===== src/rtl/flash_cmd_seq_pkg.sv =====
package flash_cmd_seq_pkg;
  localparam int unsigned REG_AW = 3;
  localparam int unsigned REG_DW = 16;
  localparam int unsigned CNT_W  = 9;
  localparam int unsigned OPC_W  = 5;

  localparam logic [REG_AW-1:0] A_CTRL   = 3'd0;
  localparam logic [REG_AW-1:0] A_STAGE  = 3'd1;
  localparam logic [REG_AW-1:0] A_PUSH   = 3'd2;
  localparam logic [REG_AW-1:0] A_STATUS = 3'd3;
  localparam logic [REG_AW-1:0] A_DWR    = 3'd4;
  localparam logic [REG_AW-1:0] A_DRD    = 3'd5;
  localparam logic [REG_AW-1:0] A_DPOP   = 3'd6;

  localparam logic [OPC_W-1:0] OPC_CS_HI = 5'h00;
  localparam logic [OPC_W-1:0] OPC_CS_LO = 5'h01;
  localparam logic [OPC_W-1:0] OPC_OUT   = 5'h08;
  localparam logic [OPC_W-1:0] OPC_IN    = 5'h0C;
  localparam logic [OPC_W-1:0] OPC_OUT_A = 5'h11;

  typedef struct packed {
    logic [OPC_W-1:0] opc;
    logic [CNT_W-1:0] cnt;
  } op_word_t;

  localparam int unsigned OPW_W = OPC_W + CNT_W;

  typedef enum logic [2:0] {
    ST_IDLE, ST_DECODE, ST_LOAD, ST_LOW, ST_HIGH
  } eng_state_e;
endpackage


===== src/rtl/fcs_fifo.sv =====
module fcs_fifo #(
  parameter int unsigned W     = 8,
  parameter int unsigned DEPTH = 4,
  localparam int unsigned AW   = (DEPTH > 1) ? $clog2(DEPTH) : 1,
  localparam int unsigned CW   = $clog2(DEPTH + 1)
) (
  input  logic          clk_i,
  input  logic          rst_ni,
  input  logic          push_i,
  input  logic [W-1:0]  wdata_i,
  input  logic          pop_i,
  output logic [W-1:0]  rdata_o,
  output logic          full_o,
  output logic          empty_o,
  output logic [CW-1:0] count_o
);
  logic [W-1:0]  mem_q [DEPTH];
  logic [AW-1:0] wptr_q, rptr_q;
  logic [CW-1:0] cnt_q;
  logic          do_wr, do_rd;

  assign full_o  = (cnt_q == CW'(DEPTH));
  assign empty_o = (cnt_q == '0);
  assign do_wr   = push_i && !full_o;
  assign do_rd   = pop_i && !empty_o;
  assign rdata_o = mem_q[rptr_q];
  assign count_o = cnt_q;

  function automatic logic [AW-1:0] nxt(input logic [AW-1:0] p);
    return (p == AW'(DEPTH - 1)) ? '0 : p + 1'b1;
  endfunction

  always_ff @(posedge clk_i or negedge rst_ni) begin
    if (!rst_ni) begin
      wptr_q <= '0;
      rptr_q <= '0;
      cnt_q  <= '0;
    end else begin
      if (do_wr) wptr_q <= nxt(wptr_q);
      if (do_rd) rptr_q <= nxt(rptr_q);
      if (do_wr && !do_rd)      cnt_q <= cnt_q + 1'b1;
      else if (do_rd && !do_wr) cnt_q <= cnt_q - 1'b1;
    end
  end

  always_ff @(posedge clk_i) begin
    if (do_wr) mem_q[wptr_q] <= wdata_i;
  end
endmodule


===== src/rtl/fcs_engine.sv =====
module fcs_engine
  import flash_cmd_seq_pkg::*;
#(
  parameter int unsigned DIV  = 4,
  localparam int unsigned HALF = DIV / 2,
  localparam int unsigned TW   = (HALF > 1) ? $clog2(HALF) : 1
) (
  input  logic       clk_i,
  input  logic       rst_ni,
  input  logic       run_i,
  input  logic       op_valid_i,
  input  op_word_t   op_word_i,
  output logic       op_pop_o,
  input  logic       tx_valid_i,
  input  logic [7:0] tx_byte_i,
  output logic       tx_pop_o,
  input  logic       rx_ready_i,
  output logic       rx_push_o,
  output logic [7:0] rx_byte_o,
  output logic       idle_o,
  output logic       sclk_o,
  output logic       cs_n_o,
  output logic       mosi_o,
  input  logic       miso_i
);
  eng_state_e       st_q;
  op_word_t         op_q;
  logic [CNT_W-1:0] left_q;
  logic [2:0]       bit_q;
  logic [TW-1:0]    tmr_q;
  logic [7:0]       tx_sh_q, rx_sh_q;
  logic             is_rx_q, sclk_q, cs_n_q;
  logic             tmr_end;

  assign tmr_end   = (tmr_q == TW'(HALF - 1));
  assign op_pop_o  = (st_q == ST_IDLE) && run_i && op_valid_i;
  assign tx_pop_o  = (st_q == ST_LOAD) && !is_rx_q && tx_valid_i;
  assign rx_push_o = (st_q == ST_HIGH) && tmr_end && (bit_q == 3'd7) && is_rx_q;
  assign rx_byte_o = rx_sh_q;
  assign idle_o    = (st_q == ST_IDLE);
  assign sclk_o    = sclk_q;
  assign cs_n_o    = cs_n_q;
  assign mosi_o    = tx_sh_q[7];

  always_ff @(posedge clk_i or negedge rst_ni) begin
    if (!rst_ni) begin
      st_q    <= ST_IDLE;
      op_q    <= '0;
      left_q  <= '0;
      bit_q   <= '0;
      tmr_q   <= '0;
      tx_sh_q <= 8'hFF;
      rx_sh_q <= '0;
      is_rx_q <= 1'b0;
      sclk_q  <= 1'b0;
      cs_n_q  <= 1'b1;
    end else begin
      unique case (st_q)
        ST_IDLE: if (op_pop_o) begin
          op_q <= op_word_i;
          st_q <= ST_DECODE;
        end
        ST_DECODE: begin
          left_q <= op_q.cnt;
          st_q   <= ST_IDLE;
          case (op_q.opc)
            OPC_CS_HI: cs_n_q <= 1'b1;
            OPC_CS_LO: cs_n_q <= 1'b0;
            OPC_OUT, OPC_OUT_A: begin
              is_rx_q <= 1'b0;
              if (op_q.cnt != '0) st_q <= ST_LOAD;
            end
            OPC_IN: begin
              is_rx_q <= 1'b1;
              if (op_q.cnt != '0) st_q <= ST_LOAD;
            end
            default: ;  // unknown opcode: dropped
          endcase
        end
        ST_LOAD: begin
          if (is_rx_q ? rx_ready_i : tx_valid_i) begin
            tx_sh_q <= is_rx_q ? 8'hFF : tx_byte_i;
            bit_q   <= '0;
            tmr_q   <= '0;
            st_q    <= ST_LOW;
          end
        end
        ST_LOW: begin
          if (tmr_end) begin
            tmr_q   <= '0;
            sclk_q  <= 1'b1;
            rx_sh_q <= {rx_sh_q[6:0], miso_i};
            st_q    <= ST_HIGH;
          end else begin
            tmr_q <= tmr_q + 1'b1;
          end
        end
        ST_HIGH: begin
          if (tmr_end) begin
            tmr_q   <= '0;
            sclk_q  <= 1'b0;
            tx_sh_q <= {tx_sh_q[6:0], 1'b1};
            bit_q   <= bit_q + 1'b1;
            if (bit_q == 3'd7) begin
              left_q <= left_q - 1'b1;
              st_q   <= (left_q == CNT_W'(1)) ? ST_IDLE : ST_LOAD;
            end else begin
              st_q <= ST_LOW;
            end
          end else begin
            tmr_q <= tmr_q + 1'b1;
          end
        end
        default: st_q <= ST_IDLE;
      endcase
    end
  end
endmodule


===== src/rtl/flash_cmd_seq.sv =====
module flash_cmd_seq
  import flash_cmd_seq_pkg::*;
#(
  parameter int unsigned OP_DEPTH  = 4,
  parameter int unsigned DAT_DEPTH = 16,
  parameter int unsigned SCLK_DIV  = 4,
  localparam int unsigned OCW = $clog2(OP_DEPTH + 1),
  localparam int unsigned DCW = $clog2(DAT_DEPTH + 1)
) (
  input  logic              clk_i,
  input  logic              rst_ni,
  input  logic              reg_we_i,
  input  logic [REG_AW-1:0] reg_addr_i,
  input  logic [REG_DW-1:0] reg_wdata_i,
  output logic [REG_DW-1:0] reg_rdata_o,
  input  logic [3:0]        rd_fsm_i,
  output logic              sclk_o,
  output logic              cs_n_o,
  output logic              mosi_o,
  input  logic              miso_i
);
  logic             manual_q;
  op_word_t         stage_q;
  logic             op_push, op_pop, op_full, op_empty;
  op_word_t         op_head;
  logic [OCW-1:0]   op_cnt;
  logic             sw_dwr, sw_dpop;
  logic             eng_tx_pop, eng_rx_push, eng_idle;
  logic [7:0]       eng_rx_byte;
  logic             dat_push, dat_pop, dat_full, dat_empty;
  logic [7:0]       dat_wdata, dat_head;
  logic [DCW-1:0]   dat_cnt;
  logic             op_done;

  assign op_push = reg_we_i && (reg_addr_i == A_PUSH) && reg_wdata_i[0];
  assign sw_dwr  = reg_we_i && (reg_addr_i == A_DWR);
  assign sw_dpop = reg_we_i && (reg_addr_i == A_DPOP) && reg_wdata_i[0];

  always_ff @(posedge clk_i or negedge rst_ni) begin
    if (!rst_ni) begin
      manual_q <= 1'b0;
      stage_q  <= '0;
    end else if (reg_we_i) begin
      if (reg_addr_i == A_CTRL) begin
        if (!reg_wdata_i[0])          manual_q <= 1'b0;
        else if (rd_fsm_i == 4'd0)    manual_q <= 1'b1;
      end
      if (reg_addr_i == A_STAGE) stage_q <= op_word_t'(reg_wdata_i[OPW_W-1:0]);
    end
  end

  fcs_fifo #(.W(OPW_W), .DEPTH(OP_DEPTH)) u_op_q (
    .clk_i, .rst_ni,
    .push_i(op_push), .wdata_i(stage_q),
    .pop_i(op_pop),   .rdata_o(op_head),
    .full_o(op_full), .empty_o(op_empty), .count_o(op_cnt)
  );

  // engine owns the FIFO port it needs for the running op
  assign dat_push  = eng_rx_push | sw_dwr;
  assign dat_wdata = eng_rx_push ? eng_rx_byte : reg_wdata_i[7:0];
  assign dat_pop   = eng_tx_pop | sw_dpop;

  fcs_fifo #(.W(8), .DEPTH(DAT_DEPTH)) u_dat_q (
    .clk_i, .rst_ni,
    .push_i(dat_push), .wdata_i(dat_wdata),
    .pop_i(dat_pop),   .rdata_o(dat_head),
    .full_o(dat_full), .empty_o(dat_empty), .count_o(dat_cnt)
  );

  fcs_engine #(.DIV(SCLK_DIV)) u_eng (
    .clk_i, .rst_ni,
    .run_i(manual_q),
    .op_valid_i(!op_empty), .op_word_i(op_head), .op_pop_o(op_pop),
    .tx_valid_i(!dat_empty), .tx_byte_i(dat_head), .tx_pop_o(eng_tx_pop),
    .rx_ready_i(!dat_full), .rx_push_o(eng_rx_push), .rx_byte_o(eng_rx_byte),
    .idle_o(eng_idle),
    .sclk_o, .cs_n_o, .mosi_o, .miso_i
  );

  assign op_done = op_empty && eng_idle;

  always_comb begin
    reg_rdata_o = '0;
    unique case (reg_addr_i)
      A_CTRL:   reg_rdata_o = {8'b0, rd_fsm_i, 3'b0, manual_q};
      A_STAGE:  reg_rdata_o = REG_DW'(stage_q);
      A_STATUS: reg_rdata_o = {12'b0, dat_empty, dat_full, op_done, op_full};
      A_DRD:    reg_rdata_o = {8'b0, dat_head};
      default:  reg_rdata_o = '0;
    endcase
  end
endmodule


===== config.mk =====
export PLATFORM = sky130hd
export DESIGN_NAME = flash_cmd_seq
export DESIGN_NICKNAME = d
export VERILOG_FILES = /design/src/rtl/flash_cmd_seq_pkg.sv /design/src/rtl/fcs_fifo.sv /design/src/rtl/fcs_engine.sv /design/src/rtl/flash_cmd_seq.sv
export SDC_FILE = /design/constraint.sdc
export NUM_CORES = 1
export LEC_CHECK = 0
export ABC_AREA = 1
export BUFFER_PORTS_ARGS = -buffer_cell sky130_fd_sc_hd__buf_2
export CAP_MARGIN = 30
export CORE_MARGIN = 1.5
export CORE_UTILIZATION = 30
export DETAILED_ROUTE_END_ITERATION = 16
export GPL_TIMING_DRIVEN = 0
export MAX_ROUTING_LAYER = met4
export PLACE_DENSITY = 0.51
export SLEW_MARGIN = 20
export SYNTH_ARGS = -nofsm -noshare
export SYNTH_HDL_FRONTEND = slang
export SYNTH_HIERARCHICAL = 1
export SYNTH_SLANG_ARGS = --single-unit
export TNS_END_PERCENT = 5

===== constraint.sdc =====
create_clock -name clk_i -period 7.96 [get_ports clk_i]
set_input_delay 1.592 -clock clk_i [delete_from_list [all_inputs] [get_ports clk_i]]
set_output_delay 1.592 -clock clk_i [all_outputs]
set_load 0.02 [all_outputs]

# Word-level counts from Yosys, hierarchy flattened
# Memory sizes are Yosys's and may differ from the RTL's. A register that Yosys moved wholly into a read port is not among the register bits.
# Cells that the tools add are included.
# totals
ram_bits	184
memories	2
regBits	70
wordCells	165
# memory_table
memory	words	word_bits	read_ports	rd_clocked_by_memory_dff	wr	line_no	rtl
u_dat_q.mem_q	16	8	1	0	1	fcs_fifo.sv:17	logic [W-1:0] mem_q [DEPTH];
u_op_q.mem_q	4	14	1	1	1	fcs_fifo.sv:17	
# op_classes
reduce_logical	60
muxes	44
n_bitwise	2
eq_ne	28
addsub	11
# ops
cell	count
$pmux W14 S4	1
$mux W8	4
$mux W3	10
$logic_and A1 B1 Y1	21
$eq A3 B3 Y1 const B	6
$mux W9	2
$pmux W9 S2	1
$pmux W8 S2	1
$reduce_bool A2 Y1	8
$pmux W3 S5	1
$eq A3 B2 Y1 const B	4
$reduce_and A2 Y1	6
$reduce_and A3 Y1	4
$mux W1	11
$eq A5 B4 Y1 const B	2
$eq A5 B5 Y1 const B	2
$logic_not A1 Y1	10
$logic_not A5 Y1	2
$mux W5	2
$eq A9 B1 Y1 const B	1
$logic_not A3 Y1	3
$reduce_bool A9 Y1	1
$sub A9 B1 Y9 const B	1
$add A4 B1 Y4 const B	2
21 further kinds	39

# Logic depth before layout (Yosys ltp)
# logic_depth
depth_word	10
ltp_mapped	17
depth_no_buf	17

# By module
# Netlist, hierarchy kept.
# modules_own_cells
module	cells_each	area_each_um2	n_inst
fcs_fifo (u_dat_q)	669	6453.7	1
fcs_fifo (u_op_q)	224	2795.2	1
fcs_engine	298	2459.9	1
flash_cmd_seq	154	1047.3	1

# Worst setup path after synthesis
# No wires, ideal clock.
# synth_path
path_kind	input -> output
start	input port reg_addr_i[2]
end	output port reg_rdata_o[10]
t_required_ps	6368
arrival_ps	2459
n_path_buf	1
stages	4
slack_ps	3909
cell_sequence	buf_6 nor3_4 inv_1 nor2_1
# synth_between
elab_chain_len	2
# synth_rtl
item	line_no	rtl
start: declaration	flash_cmd_seq.sv:13	input logic [REG_AW-1:0] reg_addr_i,
$eq A3 B3 Y1 (tied with other cells)	flash_cmd_seq.sv:85	unique case (reg_addr_i)
$pmux W14 S4 (*)	flash_cmd_seq.sv:85	
end: declaration	flash_cmd_seq.sv:15	output logic [REG_DW-1:0] reg_rdata_o,
# Mark *: on every way between the ends. The rest lies on a longest branch, timed or not.

# Final worst setup path
# layout_path
start	input port reg_addr_i[0]
end	output port reg_rdata_o[0]
# The elaborated chain is that of the path after synthesis.

==> impl_metrics.py <==
metrics = {
    "sta": {
        "slew_violations": 0,
        "max-slew-margin-rel_pct": 38.0,
        "post-route-period-util_pct": 56.0,
        "fin_skew_ps": 7.77,
        "finalSetupViolCount": 0,
        "finalHoldViolations": 0,
        "fmax_mhz": 224,
        "min_period_ps": 4460,
        "grt_setup_unrepaired": "false",
        "tns_ps": 0,
        "tightest_slew_ps": 927,
    },
    "synth": {
        "synth_common_cells": "420 x nand2_1, 223 x inv_1, 184 x edfxtp_1",
        "synth-seq-cells": 268,
        "yosysTopAreaCell": "edfxtp_1",
        "netlist_area_um2": 12800,
        "yosysTopAreaCellShare_pct": 43.3,
        "async_reset_ff_share_pct": 31.3,
        "synth.most_common_cell": "nand2_1",
        "synth_area_leaders": "edfxtp_1 43%, dfrtp_1 15%, nand2_1 12%, inv_1 6.6%, nand3_1 4.8%",
        "synth_edf_count": 184,
        "avgSynthCellArea_um2": 9.48,
        "seq_area_frac_synth_pct": 59.9,
        "yosysWarningCount": 6,
        "ys_types": 44,
        "ys.flop_type": "edfxtp_1",
        "netlist_instances": 1345,
    },
    "power": {
        "power.leakage_nw": 6.69,
        "ir_drop_mv": 0.167,
        "power_density_nw_per_um2": 314,
    },
    "clocking": {
        "tritoncts": "yes",
        "clk_latency_ps": 560,
        "cts.clk_slew.worst_paths_ps": 60,
        "cts.path.max_buffers": 3,
        "cts_buffers": 29,
        "cts_resized": 0,
        "cts_max_level": 1,
        "clkSinkCount": 268,
        "cts_root_buf": "clkbuf_16",
        "cts_setup_buffers": 0,
        "cts_hold_buf": 0,
    },
    "final_layout": {
        "multi_input_area_um2": 3940,
        "area_growth_pct": 16.3,
        "fill_cells": 4240,
        "fin_util_pct": 35.4,
        "drive_gt1_share_pct": 14.7,
        "nNetsFinal": 1476,
        "fin_cells": 1988,
        "ff_latch_area_um2": 7640,
    },
    "global_route": {
        "grt_max_degree": 45,
        "grtUsageTotal_pct": 15.1,
        "grt_pass1_wl_mm": 49.9,
        "grt_antenna_before_repair": 1,
        "grt_pass1_vias": 8739,
        "overflow": 0,
    },
    "critical_path": {
        "cp_data_arrival_time_ps": 2860,
        "reg2reg_depth": 17,
        "crit_path_end_kind": "output pin",
        "cpPeakStageDelay_ps": 380,
        "path_buf_inv": 4,
        "path_cells": "buf_2, inv_1, nor3_4, buf_4, nand2_1, nand4_1, buf_2",
        "crit_top_cell": "buf_2",
        "critPathMaxFanout": 10,
        "r2r_start": "u_eng/st_q[0]",
        "crit_slowest_cell": "nor3_4",
        "required_ps": 6370,
        "start_kind": "input port",
        "rr_endpoint": "u_dat_q/count_o[4]",
        "worst-setup-path-type": "in2out",
        "crit_family": "buffers and inverters",
        "reg2reg_slack_ps": 4340,
    },
    "worst_hold_path": {
        "hold_path_depth": 2,
        "min_to": "u_eng/cs_n_o",
        "holdCritPathClass": "reg2reg",
        "hold_start": "u_eng/cs_n_o",
    },
    "floorplanning": {
        "core_area_um2": 41900,
        "io_pins": 46,
        "die_w_um": 209,
        "die_y_um": 209,
        "dieArea_um2": 43800,
        "start_util_pct": 30.4,
        "fp-row-count": 75,
    },
    "routing": {
        "drc": 0,
        "drt.antenna.violating_nets": 0,
        "vias_per_cell": 4.50,
        "initialDrtViolationCount": 554,
        "wirelength_mm": 31.5,
        "wl_per_cell_um": 15.8,
        "vias": 8938,
        "detail_route.first_pass.iterations": 5,
    },
    "placement": {
        "portBuffers": 39,
        "place.gp.congestion": 0.841,
        "place_hpwl_mm": 22.6,
        "place_inst": 1935,
    },
    "status": {
        "status": "complete, no violations",
    },
    "job": {
        "maxCapViolations": 0,
    },
}
kinds of logic (layout without fill, tap and decap cells):
group | after synthesis | in the layout | synth area share [%]
adder cells (fa/ha/maj) | 22 | 22 | 2.28
XOR/XNOR | 9 | 9 | 0.618
AO/OA/AOI/OAI | 108 | 108 | 5.81
buffers and inverters | 281 | 383 | 9.55
flip-flops | 268 | 268 | 59.9
AND/OR/NAND/NOR | 650 | 650 | 21.3
multiplexers | 6 | 6 | 0.530
other | 1 | 3 | 0.0294
layout by cell type (no fill, tap or decap), drive strengths merged:
cell        n
mux2        6
a31oi       6
buf        92
o211ai     31
o21ai      57
o22ai       1
edfxtp    184
o21bai      1
clkinvlp    2
xnor2       5
conb        2
a21oi      10
clkbuf     42
inv       230
o31ai       1
nor3        6
nand3b      2
nand3     123
dfrtp      75
xor2        4
bufinv      5
a31o        1
nand4      12
nand2     432
nor4        1
fa          2
clkinv     12
dfstp       9
diode       1
or2         1
nor2       73
ha         20
layer usage:
metal	track usage (%)	vias up	share of wire (%)
met3	2.12	53	4.0
met1	20.0	4232	46
met4	4.25	0	2.9
met5	-	-	0
li1	-	4484	-
met2	24.2	169	47
cell type report:
cell class / count / area share [%]
Antenna cell: 1 / 0.0169
Buffer: 50 / 2.35
Clock buffer: 34 / 5.29
Clock inverter: 18 / 1.45
Inverter: 231 / 5.86
Multi-Input combinational cell: 797 / 26.6
Sequential cell: 268 / 51.5
Tap cell: 539 / 4.55
Timing Repair Buffer: 50 / 2.40
flip-flops by register name, summed over array words and instances (netlist names):
name             count
u_dat_q/rptr_q       4
u_eng/left_q         9
u_eng/op_q          14
u_eng/sclk_o         1
u_eng/st_q           3
u_eng/rx_byte_o      8
u_eng/cs_n_o         1
u_eng/is_rx_q        1
u_eng/bit_q          3
stage_q             14
u_dat_q/wptr_q       4
manual_q             1
u_op_q/mem_q        56
u_dat_q/mem_q      128
u_dat_q/count_o      5
u_op_q/rptr_q        2
u_op_q/count_o       3
u_eng/tmr_end        1
u_op_q/wptr_q        2
u_eng/tx_sh_q        8
worst min-delay path: cells and delay by family (launching register included):
kind,cells,cell delay (ps)
buf+inv,1,50
compound gates,1,60
flops,1,370
worst max-delay path by stage:
stage                         from             endpoint  cells past startpoint
detailed placement   reg_addr_i[0]       reg_rdata_o[0]                      7
CTS                  reg_addr_i[0]       reg_rdata_o[0]                      7
finish               reg_addr_i[0]       reg_rdata_o[0]                      7
global route         reg_addr_i[0]       reg_rdata_o[3]                      7
global placement    reg_wdata_i[2]  u_dat_q/mem_q[8][2]                      3
floorplan            reg_addr_i[2]      reg_rdata_o[10]                      4
power by group:
part           switching, mW  internal, mW  total (mW)
sequential             0.132          1.67        1.80
combinational          0.968         0.477        1.44
clock                  0.558         0.859        1.42
total                   1.66          3.01        4.66
metrics by stage:
step	instance area, µm²	setup WS [ps]	hold WS, ps	power [mW]
after CTS	14800	3510	475	4.72
after floorplan	12800	3910	445	2.80
final	14800	3500	476	4.66
after global routing	14800	3410	481	4.96
after detailed placement	13800	3510	464	3.28
after global placement	13600	3360	460	3.25
Power figures use the tool's default switching activity.
